===== src/rtl/cde_pkg.sv =====
// Shared types for the comparator duty-cycle error estimator.
// Assumes: nothing beyond IEEE 1800-2017 packages.
package cde_pkg;

    // Reason a measurement window was closed.
    typedef enum logic [1:0] {
        CLOSE_NONE  = 2'd0,
        CLOSE_EDGE  = 2'd1,
        CLOSE_OVFHI = 2'd2,
        CLOSE_OVFLO = 2'd3
    } close_cause_e;

endpackage


===== src/rtl/cde_debounce.sv =====
// Agreement filter: the output follows the input only after DEPTH equal
// consecutive samples. Assumes DEPTH >= 2 and an input already in the clk domain
// or tolerant of one metastable sample (the first stage absorbs it).
module cde_debounce #(
    parameter int DEPTH = 5
) (
    input  logic clk,
    input  logic rst_n,
    input  logic din,
    output logic dout
);
    localparam logic [DEPTH-1:0] ALL_ONE  = {DEPTH{1'b1}};
    localparam logic [DEPTH-1:0] ALL_ZERO = '0;

    logic [DEPTH-1:0] hist;
    logic             lvl_q;

    // Shift the newest raw sample into the history.
    always_ff @(posedge clk) begin
        if (!rst_n) hist <= '0;
        else        hist <= {hist[DEPTH-2:0], din};
    end

    // Change level only on unanimous history, otherwise hold.
    always_ff @(posedge clk) begin
        if (!rst_n)                lvl_q <= 1'b0;
        else if (hist == ALL_ONE)  lvl_q <= 1'b1;
        else if (hist == ALL_ZERO) lvl_q <= 1'b0;
    end

    assign dout = lvl_q;

    AST_DEB_RISE: assert property (@(posedge clk) disable iff (!rst_n)
        $rose(lvl_q) |-> $past(hist) == ALL_ONE);
    AST_DEB_FALL: assert property (@(posedge clk) disable iff (!rst_n)
        $fell(lvl_q) |-> $past(hist) == ALL_ZERO);

endmodule


===== src/rtl/cde_window.sv =====
// Window timer: closes a window on each falling edge of the filtered level,
// or when a count is about to pass its maximum, and counts high/low cycles.
// Assumes: the level input is already filtered (no single-cycle chatter).
module cde_window
    import cde_pkg::*;
#(
    parameter int CNT_W = 8
) (
    input  logic             clk,
    input  logic             rst_n,
    input  logic             lvl,
    output logic             stb,
    output logic [CNT_W-1:0] hi_cnt,
    output logic [CNT_W-1:0] lo_cnt
);
    localparam logic [CNT_W-1:0] CNT_MAX = {CNT_W{1'b1}};

    logic         lvl_d;
    close_cause_e cause;

    // Remember the previous level for edge detection.
    always_ff @(posedge clk) begin
        if (!rst_n) lvl_d <= 1'b0;
        else        lvl_d <= lvl;
    end

    // Decide whether and why the current window closes this cycle.
    always_comb begin
        if (lvl_d && !lvl)                cause = CLOSE_EDGE;
        else if (lvl && hi_cnt == CNT_MAX) cause = CLOSE_OVFHI;
        else if (!lvl && lo_cnt == CNT_MAX) cause = CLOSE_OVFLO;
        else                               cause = CLOSE_NONE;
    end

    assign stb = (cause != CLOSE_NONE);

    // Count the current cycle into the running window, or start a new one.
    always_ff @(posedge clk) begin
        if (!rst_n) begin
            hi_cnt <= '0;
            lo_cnt <= '0;
        end else if (stb) begin
            hi_cnt <= lvl ? CNT_W'(1) : '0;
            lo_cnt <= lvl ? '0 : CNT_W'(1);
        end else if (lvl) begin
            hi_cnt <= hi_cnt + 1'b1;
        end else begin
            lo_cnt <= lo_cnt + 1'b1;
        end
    end

    AST_STB_SINGLE: assert property (@(posedge clk) disable iff (!rst_n)
        stb |=> !stb);
    AST_WIN_RESTART: assert property (@(posedge clk) disable iff (!rst_n)
        stb |=> (int'(hi_cnt) + int'(lo_cnt)) == 1);
    AST_NO_OVERFLOW: assert property (@(posedge clk) disable iff (!rst_n)
        (lvl && hi_cnt == CNT_MAX) |=> hi_cnt == CNT_W'(1));
    AST_NO_UNDERRUN: assert property (@(posedge clk) disable iff (!rst_n)
        (!lvl && lo_cnt == CNT_MAX) |=> lo_cnt == CNT_W'(1));

endmodule


===== src/rtl/cde_scale.sv =====
// Converts a closed window's high/low counts into a signed error word and
// applies the range extension after consecutive saturated windows.
// Assumes: GAIN*(2^CNT_W) and GAIN+EXT fit in a 32-bit int and in ERR_W bits.
module cde_scale #(
    parameter int CNT_W = 8,
    parameter int ERR_W = 9,
    parameter int GAIN  = 16,
    parameter int EXT   = 10
) (
    input  logic                    clk,
    input  logic                    rst_n,
    input  logic                    stb,
    input  logic [CNT_W-1:0]        hi_cnt,
    input  logic [CNT_W-1:0]        lo_cnt,
    output logic signed [ERR_W-1:0] err,
    output logic                    vld,
    output logic                    sat
);
    localparam int SAT_LIM = GAIN - 1;
    localparam int EXT_LIM = SAT_LIM + EXT;

    int   lin_val;
    int   out_val;
    logic sat_now;
    logic ext_now;
    logic prev_sat;

    // Linear estimate, saturation test and extension of the closing window.
    always_comb begin
        lin_val = ((int'(hi_cnt) - int'(lo_cnt)) * GAIN) >>> CNT_W;
        sat_now = (lin_val >= SAT_LIM) || (lin_val <= -SAT_LIM);
        ext_now = sat_now && prev_sat;
        if (ext_now && lin_val > 0)  out_val = lin_val + EXT;
        else if (ext_now)            out_val = lin_val - EXT;
        else                         out_val = lin_val;
    end

    // Register the result, the saturation history and the valid pulse.
    always_ff @(posedge clk) begin
        if (!rst_n) begin
            err      <= '0;
            vld      <= 1'b0;
            sat      <= 1'b0;
            prev_sat <= 1'b0;
        end else begin
            vld <= stb;
            if (stb) begin
                err      <= ERR_W'(out_val);
                sat      <= ext_now;
                prev_sat <= sat_now;
            end
        end
    end

    AST_VLD_AFTER_STB: assert property (@(posedge clk) disable iff (!rst_n)
        stb |=> vld);
    AST_ERR_HOLD: assert property (@(posedge clk) disable iff (!rst_n)
        !vld |-> $stable(err));
    AST_EXT_MAG: assert property (@(posedge clk) disable iff (!rst_n)
        sat |-> (int'(err) >= EXT_LIM || int'(err) <= -EXT_LIM));
    AST_EXT_CLEAR: assert property (@(posedge clk) disable iff (!rst_n)
        $fell(sat) |-> (vld && int'(err) < SAT_LIM && int'(err) > -SAT_LIM));

endmodule


===== src/rtl/cmp_duty_err.sv =====
// Top of the comparator duty-cycle error estimator: filter, window timer and
// error scaling in series. Assumes cmp_raw is slow compared with clk
// (oversampled) and that the reset is synchronous and active low.
module cmp_duty_err #(
    parameter int DEB_LEN = 5,
    parameter int CNT_W   = 8,
    parameter int ERR_W   = 9,
    parameter int GAIN    = 16,
    parameter int EXT     = 10
) (
    input  logic                    clk,
    input  logic                    rst_n,
    input  logic                    cmp_raw,
    output logic                    cmp_clean,
    output logic                    upd_stb,
    output logic signed [ERR_W-1:0] err_out,
    output logic                    sat_flag,
    output logic                    err_vld
);
    logic             lvl;
    logic             stb;
    logic [CNT_W-1:0] hi_cnt;
    logic [CNT_W-1:0] lo_cnt;

    cde_debounce #(.DEPTH(DEB_LEN)) u_deb (
        .clk  (clk),
        .rst_n(rst_n),
        .din  (cmp_raw),
        .dout (lvl)
    );

    cde_window #(.CNT_W(CNT_W)) u_win (
        .clk   (clk),
        .rst_n (rst_n),
        .lvl   (lvl),
        .stb   (stb),
        .hi_cnt(hi_cnt),
        .lo_cnt(lo_cnt)
    );

    cde_scale #(
        .CNT_W(CNT_W),
        .ERR_W(ERR_W),
        .GAIN (GAIN),
        .EXT  (EXT)
    ) u_scl (
        .clk   (clk),
        .rst_n (rst_n),
        .stb   (stb),
        .hi_cnt(hi_cnt),
        .lo_cnt(lo_cnt),
        .err   (err_out),
        .vld   (err_vld),
        .sat   (sat_flag)
    );

    assign cmp_clean = lvl;
    assign upd_stb   = stb;

    AST_STB_ON_FALL: assert property (@(posedge clk) disable iff (!rst_n)
        $fell(cmp_clean) |-> upd_stb);

endmodule


===== config.mk =====
export PLATFORM = sky130hd
export DESIGN_NAME = cmp_duty_err
export DESIGN_NICKNAME = d
export VERILOG_FILES = /design/src/rtl/cde_pkg.sv /design/src/rtl/cde_debounce.sv /design/src/rtl/cde_window.sv /design/src/rtl/cde_scale.sv /design/src/rtl/cmp_duty_err.sv
export SDC_FILE = /design/constraint.sdc
export NUM_CORES = 1
export LEC_CHECK = 0
export ABC_AREA = 0
export BUFFER_PORTS_ARGS = -buffer_cell sky130_fd_sc_hd__buf_2
export CAP_MARGIN = 20
export CORE_MARGIN = 2
export CORE_UTILIZATION = 30
export DETAILED_ROUTE_END_ITERATION = 10
export SETUP_SLACK_MARGIN = 0.2
export SYNTH_ARGS = -nofsm -noshare
export SYNTH_HDL_FRONTEND = slang
export SYNTH_SLANG_ARGS = --single-unit

===== constraint.sdc =====
create_clock -name clk -period 9.4 [get_ports clk]
set_clock_uncertainty 0.15 [all_clocks]
set_input_delay 1.88 -clock clk [delete_from_list [all_inputs] [get_ports clk]]
set_output_delay 1.88 -clock clk [all_outputs]
set_load 0.01 [all_outputs]

==> results.md, run 1 <==
- Status: finished clean
- Die footprint: 7050 sq um
- Slew Limit Fails: 0
- CTS Buffer Depth: 2
- HPWL after DPL: 2950 microns
- Max-cap violations: 0
- P_leak: 0.934 nW
- Gr usage total: 11.7%
- Max Freq: 0.245 GHz
- Slew @ Worst Pin: 0.491 ns
- Die width: 83.9 microns
- Area Overhead vs Synth: 12.6%
- Initial antenna violation count: 0
- Worst path required time: 7.37 ns
- Worst Hold Slack: 0.298 ns
- DR vias: 1622
- R2R setup slack: 5.59 ns
- I/O pin count: 16
- Pwr Density: 145 nW/um^2
- Setup slack after placement: 5.58 ns
- Post-synth ARST share: 0%
- Tcrit/Tclk final: 43.4%
- WL final: 3980 microns
- Ant diodes: 0
- Routed wire per std cell: 12.2 microns
- First-pass GRT wire length: 6860 microns
- Clock transition at path regs: 0.06 ns
- Avg Cell Area, Syn: 8.23 sq um
- Max IR drop VDD: 0.0000933 V
- Total CTS buffers: 5
- Fillers: 668
- First DRT Iteration DRCs: 68
- CORE AREA: 6280 sq um
- Syn Nets: 247
- CP Capture Type: output port
- Hold Vio Cnt, Final: 0
- Tmin final: 4.08 ns
- Row cnt: 29
- Cell count after synthesis: 233
- Worst slew margin: 66.9%
- Final nets: 261
- Initial cell density of the core: 30.5%
- Final setup fails: 0
- Main synth FF type: dfxtp_1
- Design Power: 0.313 mW
- Die height: 83.9 microns
- CTS resizes: 0
- Final Util: 34.4%
- Gpl congestion: 0.780
- Number of I/O port buffers: 15
- Layout cells sized above 1: 13.7%
- Hold WC Path Type: reg2reg
- CTS root buf: clkbuf_8
- CTS tree: built
- Post-synthesis register bit count: 32
- GRT overflow: 0
- Largest net degree at the start of global routing: 20
- # DRC: 0
- DRT Pass-1 Iters: 4
- Post-synth EDFFs: 0
- # clock sinks: 32
- Register Area: 641 sq um
- Startpoint Class: flip-flop
- Synth warnings: 0
- Clk_lat worst skew: 0.28 ns
- Antenna Nets Post-Route: 0
- Area of the multi-input gates: 1160 sq um
- Sequential share of the synthesized area: 33.4%
- Setup TNS: 0 ns
- Vias in the first global route: 1504
- WS Path Type: reg2out
- # Post-CTS Setup Buffers: 0
- Synth cell types: 51
- PnR worst setup slack: 5.32 ns
- RSZ-0062 raised after global routing: no
- Hold-fix buffers, CTS: 0
- Number of H-tree levels: 2
- Critical path data arrival time: 2.05 ns
- Post-Syn Area: 1920 sq um
- Vias/cell: 4.99
- CP max FO: 15
[cells by family (layout without fill, tap and decap cells)]
family	Yosys count	in the layout	share of synthesized area, %
AOI/OAI and AO/OA	55	55	19.6
xor gates and xnor gates	16	16	7.31
adders and majority gates	11	11	7.18
buffers and inverters	27	42	5.87
DFF	32	32	33.4
muxes	1	1	0.587
and+or+nand+nor	91	91	26.0
[report_power, final]
part           switching, mW  leakage [nW]  internal [mW]  total (mW)
clock                 0.0503        0.0552         0.0786       0.129
combinational         0.0273         0.620         0.0177      0.0450
sequential           0.00169         0.259          0.137       0.139
[registers in the layout, indices dropped and copies added (netlist names)]
register        cells
u_scl.prev_sat      1
u_win.lvl_d         1
u_scl.err           6
u_deb.dout          1
u_scl.vld           1
u_win.lo_cnt        8
u_scl.sat           1
u_win.hi_cnt        8
u_deb.hist          5
[cell type report]
type                    instances  area share, %
multi-input cells             174           53.9
repair buffers                 16           3.83
flip-flops and latches         32           29.7
clock buffers                   6           3.36
well taps                      77           4.46
clock inverters                 2           1.62
inverters                      18           3.13
[metrics by stage]
stage / std cells / instance area (sq um)
4_1_cts: 325 / 2160
3_5_place_dp: 317 / 2050
6_report: 325 / 2160
5_1_grt: 325 / 2160
3_3_place_gp: 317 / 2050
2_1_floorplan: 233 / 1920
[metal layers]
layer  track usage [%]  wire [microns]  part of all wire [%]
met3              2.87             181                   4.5
met5                 0               0                     0
met2              19.1            1790                    45
met4              4.40              57                   1.4
met1              15.0            1950                    49
[path summary, 6_finish.rpt]
| kind | from | cells past startpoint | end |
|---|---|---|---|
| worst max-delay path | u_deb.dout$_SDFFE_PN0P_ | 6 | upd_stb |
| worst min-delay path | u_deb.hist[0]$_SDFF_PN0_ | 2 | u_deb.dout$_SDFFE_PN0P_ |
| worst max register to register | u_win.lo_cnt[2]$_SDFFE_PN0P_ | 15 | u_scl.err[2]$_SDFFE_PN0N_ |
| worst min register to register | u_deb.hist[0]$_SDFF_PN0_ | 2 | u_deb.dout$_SDFFE_PN0P_ |
[synth_stat cells, types with 4 or more instances]
cell type | n | area (sq um)
nand2_1 | 20 | 75.1
o21ai_0 | 18 | 90.1
xnor2_1 | 9 | 78.8
a31oi_1 | 4 | 25.0
nand3_1 | 5 | 25.0
and2_1 | 9 | 56.3
nor2b_1 | 6 | 37.5
nor2_1 | 22 | 82.6
dfxtp_1 | 32 | 641
a21oi_1 | 9 | 45.0
ha_1 | 11 | 138
clkbuf_1 | 6 | 22.5
xor2_1 | 7 | 61.3
inv_1 | 18 | 67.6
nor3_1 | 4 | 20.0
[worst max-delay path, cell delays in order (launching register included)]
cell     delay, ns
dfxtp_1       0.56
nor3_1        0.15
and4_1        0.25
a32oi_1       0.29
o21ai_0       0.16
buf_4         0.21
buf_2         0.15
[placed cells by master (no fill, tap or decap), types with 5 or more instances in the layout]
| cell | netlist | final |
|---|---|---|
| xor2_1 | 7 | 7 |
| o21ai_0 | 18 | 18 |
| inv_1 | 18 | 18 |
| nand2_1 | 20 | 20 |
| nand3_1 | 5 | 5 |
| dfxtp_1 | 32 | 32 |
| xnor2_1 | 9 | 9 |
| a21oi_1 | 9 | 9 |
| and2_1 | 9 | 9 |
| clkbuf_8 | 0 | 5 |
| buf_2 | 0 | 15 |
| nor2b_1 | 6 | 6 |
| ha_1 | 11 | 11 |
| nor2_1 | 22 | 22 |
Note: power is estimated with default switching activity, not from simulation.
==> run 2, diff against run 1 <==
- clock period: 9.4 -> 3.35 ns (I/O delays scaled with it)
==> results.md, run 2 (synthesized netlist as in run 1, its figures left out) <==
- Worst path required time: 3.42 ns (-3.95 ns)
- Slew Limit Fails: 0 (unchanged)
- Pwr Density: 374 nW/um^2 (+160%)
- Placement Cell Area: 2280 sq um (+11%)
- Pint: 0.699 mW (+200%)
- Initial cell density of the core: 30.5% (unchanged)
- Max-cap violations: 0 (unchanged)
- Max Freq: 0.308 GHz
- WS Path Type: reg2reg
- Final nets: 288 (+10%)
- Status: finished clean
- DR vias: 1702 (+4.9%)
- First DRT Iteration DRCs: 62 (-8.8%)
- Commonest non-fill, non-tap cell in the layout: buf_4
- Fillers: 635 (-4.9%)
- Non-filler instance count after layout: 352 (+8.3%)
- First-pass GRT wire length: 7630 microns (+11%)
- Startpoint Class: flip-flop
- CP Capture Type: flip-flop
- Largest registers: u_win.hi_cnt x8, u_win.lo_cnt x8, u_scl.err x6
- RSZ-0062 raised after global routing: yes
- CTS tree: built
- Most frequent cells in the layout: 28 x buf_4, 26 x dfxtp_1, 22 x nor2_1
- Reg-to-reg critical path startpoint: u_win.hi_cnt[5]$_SDFFE_PN0P_
- PnR worst setup slack: 0.107 ns (-5.22 ns)
- Setup slack after placement: -0.0708 ns (-5.65 ns)
- Critical path data arrival time: 3.32 ns (+1.27 ns)
- Worst slew margin: 66.4% (-0.58 points)
- Clk pwr share: 38.7% (-2.5 points)
- Die width: 83.9 microns (unchanged)
- Area Overhead vs Synth: 31.7%
- R2r worst-path depth: 13 (-2)
- Final Instance Area: 2520 sq um (+17%)
- Hold depth: 2 (unchanged)
- Slew @ Worst Pin: 0.499 ns (+0.00859 ns)
- # DRC: 0 (unchanged)
- Number of I/O port buffers: 15 (unchanged)
- Design Power: 0.943 mW (+200%)
- Die height: 83.9 microns (unchanged)
- Initial antenna violation count: 0 (unchanged)
- Ant diodes: 0 (unchanged)
- R2R setup slack: 0.11 ns (-5.48 ns)
- CP max FO: 9 (-6)
- Tmin final: 3.24 ns
- Largest net degree at the start of global routing: 20 (unchanged)
- Row cnt: 29 (unchanged)
- Vias in the first global route: 1743 (+16%)
- CORE AREA: 6280 sq um (unchanged)
- Vias/cell: 4.84 (-3.1%)
- Hold-fix buffers, CTS: 0 (unchanged)
- DRT Pass-1 Iters: 4 (unchanged)
- Sw frac: 25.9% (+0.52 points)
- Antenna Nets Post-Route: 0 (unchanged)
- CTS Buffer Depth: 2 (unchanged)
- Number of H-tree levels: 2 (unchanged)
- P_leak: 1.10 nW (+18%)
- Min-delay src: u_scl.sat$_SDFFE_PN0N_
- # clock sinks: 32 (unchanged)
- Clock transition at path regs: 0.07 ns (about the same)
- Psw: 0.244 mW (+210%)
- Routed wire per std cell: 12.6 microns (+2.5%)
- Layout cells sized above 1: 33.1% (+19 points)
- GRT overflow: 0 (unchanged)
- CTS root buf: clkbuf_8
- Max IR drop VDD: 0.000278 V (+200%)
- Clk_lat worst skew: 0.28 ns (about the same)
- Comb power frac: 20.1% (+5.7 points)
- Gr usage total: 13.3% (+1.6 points)
- WL final: 4420 microns (+11%)
- Hold WC Path Type: reg2reg
- Die footprint: 7050 sq um (unchanged)
- Reg power frac: 41.2% (-3.2 points)
- Final setup fails: 0 (unchanged)
- Tcrit/Tclk final: 96.8%
- Reg2reg end: u_scl.err[2]$_SDFFE_PN0N_
- Total CTS buffers: 5 (unchanged)
- Gpl congestion: 0.788 (+1.1%)
- DP Cell Count: 340 (+7.3%)
- I/O pin count: 16 (unchanged)
- HPWL after DPL: 3390 microns (+15%)
- Hold Vio Cnt, Final: 0 (unchanged)
- Worst hold endpoint: u_scl.sat$_SDFFE_PN0N_
run 2: changes by cell type in the layout (fill, tap and decap cells not counted), moves of 2 or more:
| cell | change |
|---|---|
| inv_1 | -4 |
| buf_4 | +27 |
| inv_2 | +4 |
| o21ai_0 | -4 |
| dfxtp_2 | +6 |
| o21ai_2 | +2 |
| dfxtp_1 | -6 |
| a21oi_1 | -2 |
| ha_1 | -7 |
| o21ai_1 | +2 |
| ha_4 | +6 |
run 2: what timing repair did:
item                                    CTS  global route
cloned                                    0             0
buffers inserted                          3             1
hold endpoints to repair                  0             0
endpoints found under the setup margin    6             6
pin swaps                                 7             4
resized for setup                        18             6
run 2: power by group through the flow:
stage          logic [mW]  clock network, mW  registers (mW)
6_report            0.189              0.365           0.389
5_1_grt             0.209              0.394           0.389
4_1_cts             0.180              0.378           0.389
3_5_place_dp        0.165                  0           0.397
3_3_place_gp        0.164                  0           0.397
2_1_floorplan       0.105                  0           0.397
run 2: per-layer routing:
layer	up-vias	share of wire [%]	GRT usage, %	routed length [microns]
met5	-	0	0	0
met4	0	1.3	4.84	57
met3	6	3.8	3.46	167
met2	25	45	21.3	1970
met1	783	50	17.2	2230
li1	888	-	-	-
run 2: layout make-up:
cell class                      instances  area (sq um)  area share [%]
Tap cell                               77          96.3            3.82
Clock inverter                          2          35.0            1.39
Multi-Input combinational cell        174          1320            52.3
Clock buffer                            6          72.6            2.88
Timing Repair Buffer                   43           285            11.3
Inverter                               18          67.6            2.68
Sequential cell                        32           648            25.7
run 2: per-stage QoR:
stage | hold WS, ns | utilization (%) | TNS [ns]
after global placement | 0.304 | 36.3 | -0.0526
after floorplan | 0.266 | - | 0
after detailed placement | 0.306 | 36.3 | -0.134
final | 0.312 | 40.2 | 0
after CTS | 0.324 | 39.6 | 0
after global routing | 0.348 | 40.2 | -0.0653
run 2: critical path: stages, from the launching register on:
cell      delay (ns)
dfxtp_2         0.35
ha_4            0.27
nor4b_2         0.16
a2111o_1        0.38
a211oi_4        0.23
nor3_2          0.07
and2_1          0.14
ha_1            0.27
inv_1           0.05
a21o_1          0.17
and3_4          0.20
nor3b_4         0.32
mux2_4          0.34
a21oi_2         0.10
run 2: worst max path at each step:
stage                                            to  cells after the start  slack [ns]                         start
after global routing      u_scl.err[2]$_SDFFE_PN0N_                     14       -0.03  u_win.lo_cnt[5]$_SDFFE_PN0P_
final                     u_scl.err[2]$_SDFFE_PN0N_                     13        0.11  u_win.hi_cnt[5]$_SDFFE_PN0P_
after floorplan           u_scl.err[2]$_SDFFE_PN0N_                     14        0.08  u_win.lo_cnt[5]$_SDFFE_PN0P_
after CTS                 u_scl.err[2]$_SDFFE_PN0N_                     13        0.14  u_win.hi_cnt[5]$_SDFFE_PN0P_
after detailed placement  u_scl.err[3]$_SDFFE_PN0N_                     15       -0.07  u_win.lo_cnt[3]$_SDFFE_PN0P_
after global placement    u_scl.err[2]$_SDFFE_PN0N_                     15       -0.03  u_win.lo_cnt[3]$_SDFFE_PN0P_
